### src/rtl/br_pkg.sv
package br_pkg;
  typedef enum logic [1:0] {
    BR_UNCOND   = 2'd0,
    BR_COND_IMM = 2'd1,
    BR_COND_REG = 2'd2
  } br_op_e;

  // control-field bit positions
  localparam int CTL_SKIP_CR  = 4;
  localparam int CTL_CR_POL   = 3;
  localparam int CTL_NO_CNT   = 2;
  localparam int CTL_ZERO_POL = 1;
endpackage

### src/rtl/br_cond_eval.sv
module br_cond_eval #(
  parameter int XLEN  = 64,
  parameter int CRF_W = 4,
  localparam int SEL_W = $clog2(CRF_W)
) (
  input  logic [4:0]       ctl,
  input  logic [SEL_W-1:0] sel,
  input  logic [CRF_W-1:0] crf,
  input  logic [XLEN-1:0]  cnt,
  output logic             cond_ok,
  output logic             cnt_ok
);
  import br_pkg::*;

  logic cbit;
  logic cnt_nz;

  always_comb begin
    cbit    = crf[SEL_W'(CRF_W-1) - sel];
    cond_ok = ctl[CTL_SKIP_CR] | (cbit == ctl[CTL_CR_POL]);
    cnt_nz  = |cnt;
    cnt_ok  = ctl[CTL_NO_CNT] | (cnt_nz ^ ctl[CTL_ZERO_POL]);
  end
endmodule

### src/rtl/br_ctr_unit.sv
module br_ctr_unit #(
  parameter int XLEN = 64
) (
  input  logic [XLEN-1:0] cnt_in,
  output logic [XLEN-1:0] cnt_next
);
  always_comb cnt_next = cnt_in - XLEN'(1);
endmodule

### src/rtl/br_target_gen.sv
module br_target_gen #(
  parameter int XLEN = 64,
  parameter int LI_W = 24,
  parameter int BD_W = 14
) (
  input  logic            use_long,
  input  logic            abs_sel,
  input  logic [XLEN-1:0] base,
  input  logic [LI_W-1:0] li,
  input  logic [BD_W-1:0] bd,
  output logic [XLEN-1:0] tgt
);
  localparam int LI_PAD = XLEN - LI_W - 2;
  localparam int BD_PAD = XLEN - BD_W - 2;

  logic [XLEN-1:0] li_off;
  logic [XLEN-1:0] bd_off;
  logic [XLEN-1:0] off;

  always_comb begin
    li_off = {{LI_PAD{li[LI_W-1]}}, li, 2'b00};
    bd_off = {{BD_PAD{bd[BD_W-1]}}, bd, 2'b00};
    off    = use_long ? li_off : bd_off;
    tgt    = abs_sel ? off : (base + off);
  end
endmodule

### src/rtl/br_resolve.sv
module br_resolve #(
  parameter int XLEN  = 64,
  parameter int LI_W  = 24,
  parameter int BD_W  = 14,
  parameter int CRF_W = 4,
  parameter int CTX_W = 8,
  localparam int SEL_W = $clog2(CRF_W)
) (
  input  logic [1:0]       op_kind,
  input  logic [XLEN-1:0]  cur_addr,
  input  logic [LI_W-1:0]  imm_long,
  input  logic [BD_W-1:0]  imm_short,
  input  logic [4:0]       ctl_mode,
  input  logic [SEL_W-1:0] bit_sel,
  input  logic             abs_tgt,
  input  logic             link_en,
  input  logic [CRF_W-1:0] cr_field,
  input  logic [XLEN-1:0]  spr_in,
  input  logic [CTX_W-1:0] ctx_in,
  output logic             nia_vld,
  output logic [XLEN-1:0]  nia_data,
  output logic             lnk_vld,
  output logic [XLEN-1:0]  lnk_data,
  output logic             ctr_vld,
  output logic [XLEN-1:0]  ctr_data,
  output logic [CTX_W-1:0] ctx_out
);
  import br_pkg::*;

  localparam logic [XLEN-1:0] INSN_BYTES = XLEN'(4);

  br_op_e          op;
  logic            cond_ok;
  logic            cnt_ok;
  logic            take_cond;
  logic            dec_req;
  logic [XLEN-1:0] imm_tgt;
  logic [XLEN-1:0] cnt_next;
  logic            unused_ctl0;

  assign op          = br_op_e'(op_kind);
  assign unused_ctl0 = ctl_mode[0];

  br_cond_eval #(.XLEN(XLEN), .CRF_W(CRF_W)) i_cond (
    .ctl     (ctl_mode),
    .sel     (bit_sel),
    .crf     (cr_field),
    .cnt     (spr_in),
    .cond_ok (cond_ok),
    .cnt_ok  (cnt_ok)
  );

  br_ctr_unit #(.XLEN(XLEN)) i_ctr (
    .cnt_in   (spr_in),
    .cnt_next (cnt_next)
  );

  br_target_gen #(.XLEN(XLEN), .LI_W(LI_W), .BD_W(BD_W)) i_tgt (
    .use_long (op == BR_UNCOND),
    .abs_sel  (abs_tgt),
    .base     (cur_addr),
    .li       (imm_long),
    .bd       (imm_short),
    .tgt      (imm_tgt)
  );

  assign take_cond = cond_ok & cnt_ok;
  assign dec_req   = ~ctl_mode[CTL_NO_CNT];

  always_comb begin
    nia_vld  = 1'b0;
    nia_data = imm_tgt;
    ctr_vld  = 1'b0;
    lnk_vld  = 1'b0;
    unique case (op)
      BR_UNCOND: begin
        nia_vld = 1'b1;
        lnk_vld = link_en;
      end
      BR_COND_IMM: begin
        nia_vld = take_cond;
        ctr_vld = dec_req;
        lnk_vld = link_en;
      end
      BR_COND_REG: begin
        nia_vld  = take_cond;
        nia_data = spr_in;
        ctr_vld  = dec_req;
        lnk_vld  = link_en;
      end
      default: ;
    endcase
  end

  assign lnk_data = cur_addr + INSN_BYTES;
  assign ctr_data = cnt_next;
  assign ctx_out  = ctx_in;
endmodule

### config.mk
export PLATFORM = sky130hd
export DESIGN_NAME = br_resolve
export DESIGN_NICKNAME = d
export VERILOG_FILES = /design/src/rtl/br_pkg.sv /design/src/rtl/br_cond_eval.sv /design/src/rtl/br_ctr_unit.sv /design/src/rtl/br_target_gen.sv /design/src/rtl/br_resolve.sv
export SDC_FILE = /design/constraint.sdc
export NUM_CORES = 1
export LEC_CHECK = 0
export BUFFER_PORTS_ARGS = -buffer_cell sky130_fd_sc_hd__buf_2
export CAP_MARGIN = 5
export CORE_AREA = 2 2 154 156
export DETAILED_ROUTE_END_ITERATION = 8
export DIE_AREA = 0 0 156 158
export GPL_TIMING_DRIVEN = 0
export PLACE_DENSITY_LB_ADDON = 0.1
export SETUP_SLACK_MARGIN = 0.1
export SLEW_MARGIN = 20
export SYNTH_ARGS = -nofsm -noshare
export SYNTH_HDL_FRONTEND = slang
export SYNTH_SLANG_ARGS = --single-unit
### constraint.sdc
create_clock -name vclk -period 14.1
set_input_delay 4.23 -clock vclk [all_inputs]
set_output_delay 4.23 -clock vclk [all_outputs]
set_load 0.05 [all_outputs]
Yosys cells after proc, flatten, opt, wreduce, memory -nomap -nowiden --
Index checks and enable logic that the tools add are counted.
Word-level totals: logic and storage cells 25, bits in writable memories 0, register bits after elaboration 0, bits in read-only memories 0, output and inout port bits 203, memories 0, input port bits 189, bits in latches 0
Operators by class: magnitude comparators 1, eq/ne operators 3, bitwise logic cells 5, reductions and logical operators 4, multiplexer cells 8, multipliers 0, div/mod/pow operators 0, $add $sub $neg 4, shift operators 0
Operators by type and width (number):
- two-way mux 64 bit | 3
- adder 64 x 3 -> 64 bit, second input constant | 1
- adder 64 bit | 1
- OR reduction 64 bit | 1
- subtractor 64 x 1 -> 64 bit, second input constant | 1
- less-than comparator 2 x 3 -> 1 bit, second input constant | 1
- two-way mux 1 bit | 3
- OR reduction 3 bit | 1
- binary-select mux 1 bit (select 2 bit) | 1
- == test 2 x 1 -> 1 bit, second input constant | 1
- == test 2 bit, second input constant | 1
- logical NOT 2 bit | 1
- bitwise OR 1 bit | 2
- case mux 1 bit (2 select lines) | 1
- OR reduction 2 bit | 1
- subtractor 2 bit, first input constant | 1
- bitwise AND 1 bit | 1
- == test 1 bit | 1
- inverter 1 bit | 1
- bitwise XOR 1 bit | 1

Depth between registers and ports, before layout --
Gate-level depths: netlist of run 1.
word-level depth 7, gate-level depth with buffers 17, gate-level depth less buffers 15

Hierarchy --
Synthesis of run 1 repeated with hierarchy kept, for this count alone.
Unflattened totals: cells, all modules 1170, area, all modules 8206.6 µm²
Modules (own cells, without submodules):
- br_target_gen | seq. area each 0.0 µm², area each 4405.5 µm², cells each 663, times used 1
- br_resolve | seq. area each 0.0 µm², area each 2265.9 µm², cells each 294, times used 1
- br_ctr_unit | seq. area each 0.0 µm², area each 1333.8 µm², cells each 186, times used 1
- br_cond_eval | seq. area each 0.0 µm², area each 201.4 µm², cells each 27, times used 1

Worst setup path after synthesis of run 1 --
No wires, ideal clock.
path kind input-to-output, from input op_kind[0], to output nia_data[56], stages 16, slack 0.698 ns, buffers on the path 1, data required time 9.870 ns, data arrival time 9.172 ns, path through inv_1 ha_1 nand2b_1 clkbuf_1 and2_1 inv_1 ha_1 nand4_1 or2_2 or4_1 a31oi_1 nor2_1 o31ai_1 a41oi_1 xor2_1 a221oi_1
Between the ends: word-level cells in the longest chain between the ends 5, elaborated cells on any way between the ends 6, classes of those cells 1 x add/sub; 1 x eq/ne; 3 x mux; 1 x reduce/logical
Ends and longest elaborated chain:
- from (decl) | RTL line br_resolve.sv:9 | input logic [1:0] op_kind,
- logical NOT 2 bit | RTL line br_resolve.sv:59 | .use_long (op == BR_UNCOND),
- two-way mux 64 bit | RTL line br_target_gen.sv:23 | off = use_long ? li_off : bd_off;
- adder 64 bit | RTL line br_target_gen.sv:24 | tgt = abs_sel ? off : (base + off);
- two-way mux 64 bit | RTL line br_target_gen.sv:24
- two-way mux 64 bit * | RTL line br_resolve.sv:75 | unique case (op)
- to (decl) | RTL line br_resolve.sv:21 | output logic [XLEN-1:0] nia_data,
Mark *: on every way between the ends. The rest lies on a longest branch, timed or not.

Worst setup path after layout of run 1 --
from input op_kind[0], to output nia_data[59]
Same word-level chain as after synthesis.

==> results_dict.tcl, run 1 <==
set metrics [dict create \
    power.internal_w 0.000195 \
    worst_ep_required_time_ps 9870 \
    core_area_um2 23100 \
    dieHeight_um 158 \
    fillers 2579 \
    die_w_um 156 \
    drt_iter0_drc 787 \
    power_frac_clock 0 \
    gp_congestion 0.933 \
    wl_per_cell_um 20.6 \
    hold_class "in -> out" \
    p_sw_w 0.000470 \
    grt_max_degree 25 \
    syn2layout_area_growth_pct 29.8 \
    min_period_ps 13710 \
    overflow 0 \
    rows 56 \
    synth_cell_types 73 \
    final_nets 1839 \
    synth_area_um2 7750 \
    period_share 0.973 \
    path_class "in -> out" \
    regArea_um2 0 \
    worstPathMaxFanout 22 \
    setup_viol 0 \
    irDropWorstVdd_mv 0.0264 \
    dp_slack_ps 229 \
    grt_pass1_vias 9509 \
    slew_violations 0 \
    clock.fmax_mhz 72.9 \
    final_common_cell "buf_2" \
    seq_power_share 0 \
    num_vias 10400 \
    antenna_left 0 \
    drv_cap 0 \
    track_usage 0.290 \
    multi_input_area_um2 7280 \
    holdWs_ps 8760 \
    dr.pass1.iters 5 \
    powerDensity_nw_per_um2 66.0 \
    grt_pass1_wl_um 55300 \
    critPathCaptureType "output port" \
    die-area_um2 24600 \
    design_area_um2 10100 \
    fin_ws_ps 387 \
    ys_seq_area_frac 0 \
    start_util 0.336 \
    avgSynthCellArea_um2 6.50 \
    rsz0062_at_grt "no" \
    pin_count 392 \
    drt_wl_total_um 38400 \
    status "finished clean" \
    arrival_ps 9480 \
    ys_warn_count 0 \
    post_dp_cell_area_um2 10000 \
    place_hpwl_um 33200 \
    tightest_slew_ps 968 \
    slew_headroom 0.350 \
    start_kind "primary input" \
    drive_gt1_frac 0.277 \
    syn_inst 1192 \
    final_cell_mix "384 x buf_2, 164 x nand2_1, 109 x xnor2_1, 93 x a21oi_1, 92 x nor2_1" \
    finalPower_w 0.000665 \
    viasPerCell 5.59 \
    synth_nets 1456 \
    sw_frac_of_total 0.707 \
    seq_cells 0 \
    portBuffers 380 \
    power.leakage_nw 4.68 \
    p_comb_frac 1.000 \
    finalHoldViolCount 0 \
    drc_errors 0 \
    antenna_found_initial 4 \
    clock_buffers 0 \
    setup_tns_ps 0 \
]
[cell usage after synthesis, types with 3 or more instances]
cell type	instances	area, um2
a2111oi_0	4	35.0
a211o_1	3	26.3
a211oi_1	13	97.6
a21boi_0	4	30.0
a21o_1	28	210
a21oi_1	93	465
a221o_1	12	120
a221oi_1	11	96.3
a31oi_1	14	87.6
a41oi_1	3	26.3
and2_1	8	50.1
and3_1	27	169
buf_1	4	15.0
buf_2	4	20.0
buf_4	10	75.1
clkbuf_1	52	195
ha_1	74	926
inv_1	47	176
mux2_2	17	191
mux2i_1	5	50.1
nand2_1	164	616
nand2b_1	7	43.8
nand3_1	43	215
nand3b_1	3	22.5
nand4_1	25	156
nor2_1	92	345
nor2b_1	5	31.3
nor3_1	34	170
nor4_1	12	75.1
o211ai_1	19	143
o21a_1	30	225
o21ai_0	55	275
o21bai_1	17	128
o31a_1	4	35.0
o31ai_1	6	45.0
or2_2	4	25.0
or3_1	12	75.1
or4_1	8	60.1
xnor2_1	109	955
xor2_1	64	561
[repair_timing]
item                                    4_1_cts  5_1_grt
hold endpoints to repair                      0        0
hold buffers                                  0        0
endpoints found under the setup margin        0        6
setup buffers                                 0        0
resized for setup                             0        3
[final timing paths]
path	startpoint	to	cells past startpoint
worst max-delay path	op_kind[0]	nia_data[59]	18
worst min-delay path	ctx_in[2]	ctx_out[2]	2
[power by group through the flow]
stage / Combinational [W] / Sequential (W) / Clock (W)
after floorplan: 0.000465 / 0 / 0
after global placement: 0.000654 / 0 / 0
after detailed placement: 0.000656 / 0 / 0
after CTS: 0.000659 / 0 / 0
after global routing: 0.000709 / 0 / 0.0000000000381
final: 0.000665 / 0 / 0.0000000000382
[stage by stage]
step                utilization  std cells
floorplan                     -       1192
global placement          0.435       1862
detailed placement        0.436       1863
CTS                       0.436       1863
global route              0.437       1867
finish                    0.437       1867
[area by class of cell]
type / count / area share
buffer: 70 / 0.0303
timing repair buffer: 381 / 0.192
tap: 290 / 0.0361
inverter: 47 / 0.0175
antenna: 4 / 0.000995
multi-input combinational: 1075 / 0.723
[metal layers]
layer  up-vias  part of all wire  track usage
met5         -                 0            0
met2       450              0.47        0.500
li1       5100                 -            -
met1      4833              0.44        0.383
met3        50             0.070       0.0356
met4         0             0.027       0.0765
[cell families after synthesis]
family,Yosys count,share of synthesized area
multiplexers,23,0.0341
XOR/XNOR,173,0.195
adder cells (fa/ha/maj),75,0.122
AND/OR/NAND/NOR,464,0.295
buffers and inverters,117,0.0621
AO/OA/AOI/OAI,340,0.291
[critical path, stage by stage]
cell       delay (ps)
buf_2             110
inv_1             100
ha_1              260
nand2b_1          140
clkbuf_1          360
and2_1            380
inv_2             290
ha_1              510
nand2_1           150
or4_1             600
nand4bb_1         260
a31oi_1           310
nor3_1            190
o41a_1            480
or4_1             510
a21oi_1           140
o32a_1            160
buf_2             280
Power figures use the tool's default switching activity.
==> run 2: changes to the inputs <==
ABC_AREA = 1   (was not set)
==> results_dict.tcl, run 2 <==
set metrics [dict create \
    critPathCaptureType "output port" \
    seq_power_share 0 \
    status "finished clean" \
    irDropWorstVdd_mv 0.0336 \
    synth_nets 2509 \
    num_vias 15300 \
    drv_cap 0 \
    p_sw_w 0.000513 \
    power.leakage_nw 7.95 \
    place_hpwl_um 44200 \
    antenna_found_initial 5 \
    path_class "in -> out" \
    final_common_cell "nand2_1" \
    ys_seq_area_frac 0 \
    setup_tns_ps 0 \
    hold_buffers 0 \
    period_share 0.864 \
    final_cell_mix "855 x nand2_1, 455 x inv_1, 382 x buf_2, 246 x nor2_1, 148 x nand3_1" \
    dieHeight_um 158 \
    start_kind "primary input" \
    drt_iter0_drc 1428 \
    power_frac_clock 0 \
    rows 56 \
    ys_warn_count 0 \
    yosys.area.top_type "nand2_1" \
    synth_cell_types 36 \
    drc_errors 0 \
    drt_wl_total_um 49900 \
    syn_inst 2245 \
    crit_chain "buf_2, inv_1, ha_1, inv_1, clkbuf_1, nand2_1, nand2_1, ha_1, inv_1, fa_1, inv_1, nand3_1, nand2_1, nand2_1, nand2_1, nand2_1, nand2_1, nand2_1, nand2_1, nand2_1, nand3_1, nand3_1, nand2_1, buf_2" \
    worstPathMaxFanout 10 \
    netlist_top_cells_area "nand2_1 30%, inv_1 16%, ha_1 8.7%" \
    grt_pass1_wl_um 74000 \
    seq_cells 0 \
    clock.fmax_mhz 82.1 \
    start_util 0.461 \
    cp_common_cell "nand2_1" \
    track_usage 0.386 \
    dr.pass1.iters 5 \
    synthDominantCellAreaShare 0.302 \
    core_area_um2 23100 \
    overflow 0 \
    post_cts_buffers 0 \
    avgSynthCellArea_um2 4.73 \
    slew_violations 0 \
    syn2layout_area_growth_pct 21.5 \
    finalHoldViolCount 0 \
    viasPerCell 5.23 \
    grt_pass1_vias 14000 \
    rsz0062_at_grt "no" \
    min_period_ps 12180 \
    critical_path.slowest_cell "clkbuf_1" \
    drive_gt1_frac 0.166 \
    die-area_um2 24600 \
    final_nets 2893 \
    sw_frac_of_total 0.743 \
    pin_count 392 \
    grt_max_degree 44 \
    power.internal_w 0.000177 \
    cpPeakStageDelay_ps 410 \
    slew_headroom 0.469 \
    regArea_um2 0 \
    clock_buffers 0 \
    wl_per_cell_um 17.1 \
    synth_area_um2 10600 \
    antenna_left 0 \
    hold_class "in -> out" \
    synth_most_common_cell "nand2_1" \
    die_w_um 156 \
    gp_congestion 1.05 \
    tightest_slew_ps 791 \
    portBuffers 382 \
    worst_ep_required_time_ps 9870 \
    synthTopCellsByCount "855 x nand2_1, 456 x inv_1, 246 x nor2_1" \
    p_comb_frac 1.000 \
    powerDensity_nw_per_um2 53.4 \
    holdWs_ps 8760 \
    cts_resized 0 \
    fillers 2606 \
    arrival_ps 7950 \
    setup_viol 0 \
]
[run 2: path summary, 6_finish.rpt]
| path | start | endpoint | slack [ps] | cells past startpoint |
|---|---|---|---|---|
| worst max-delay path | op_kind[0] | nia_data[62] | 1920 | 24 |
| worst min-delay path | ctx_in[2] | ctx_out[2] | 8760 | 2 |
[run 2: cell type report]
type | count | area, um2 | share of cell area
multi-input cells | 1750 | 8730 | 0.676
repair buffers | 382 | 1910 | 0.148
inverters | 462 | 1730 | 0.134
well taps | 290 | 363 | 0.0281
plain buffers | 33 | 161 | 0.0125
diodes | 5 | 12.5 | 0.000969
[run 2: kinds of logic (layout without fill, tap and decap cells)]
| group | after synthesis | in the layout | synth area share |
|---|---|---|---|
| AO/OA/AOI/OAI | 149 | 149 | 0.0771 |
| other | 0 | 5 | 0 |
| adder cells (fa/ha/maj) | 75 | 75 | 0.0890 |
| buffers and inverters | 495 | 877 | 0.178 |
| AND/OR/NAND/NOR | 1407 | 1407 | 0.557 |
| XOR/XNOR | 119 | 119 | 0.0981 |
[run 2: critical path: cells and delay by family]
kind,cells,cell delay [ps]
adder cells (fa/ha/maj),3,930
buffers and inverters,7,1160
AND/OR/NAND/NOR,14,1610
[run 2: metrics by stage]
stage          cell area, um2  cells   util  power [W]  worst slack [ps]
2_1_floorplan           10600   2245      -   0.000474              2530
3_3_place_gp            12900   2917  0.560   0.000669              1630
3_5_place_dp            12900   2917  0.560   0.000673              2040
4_1_cts                 12900   2917  0.560   0.000676              2020
5_1_grt                 12900   2922  0.560   0.000744              1620
6_report                12900   2922  0.560   0.000690              1920
[run 2: power groups by stage]
stage                clock [W]  sequential, W  combinational, W
6_report       0.0000000000475              0          0.000690
5_1_grt        0.0000000000475              0          0.000744
4_1_cts                      0              0          0.000676
3_5_place_dp                 0              0          0.000673
3_3_place_gp                 0              0          0.000669
2_1_floorplan                0              0          0.000474
[run 2: routing by layer]
layer | GRT usage | up-vias | wire, um
met5 | 0 | - | 0
met4 | 0.133 | 0 | 1940
met3 | 0.0465 | 105 | 4750
met2 | 0.685 | 760 | 23100
met1 | 0.484 | 6788 | 20100
li1 | - | 7643 | -
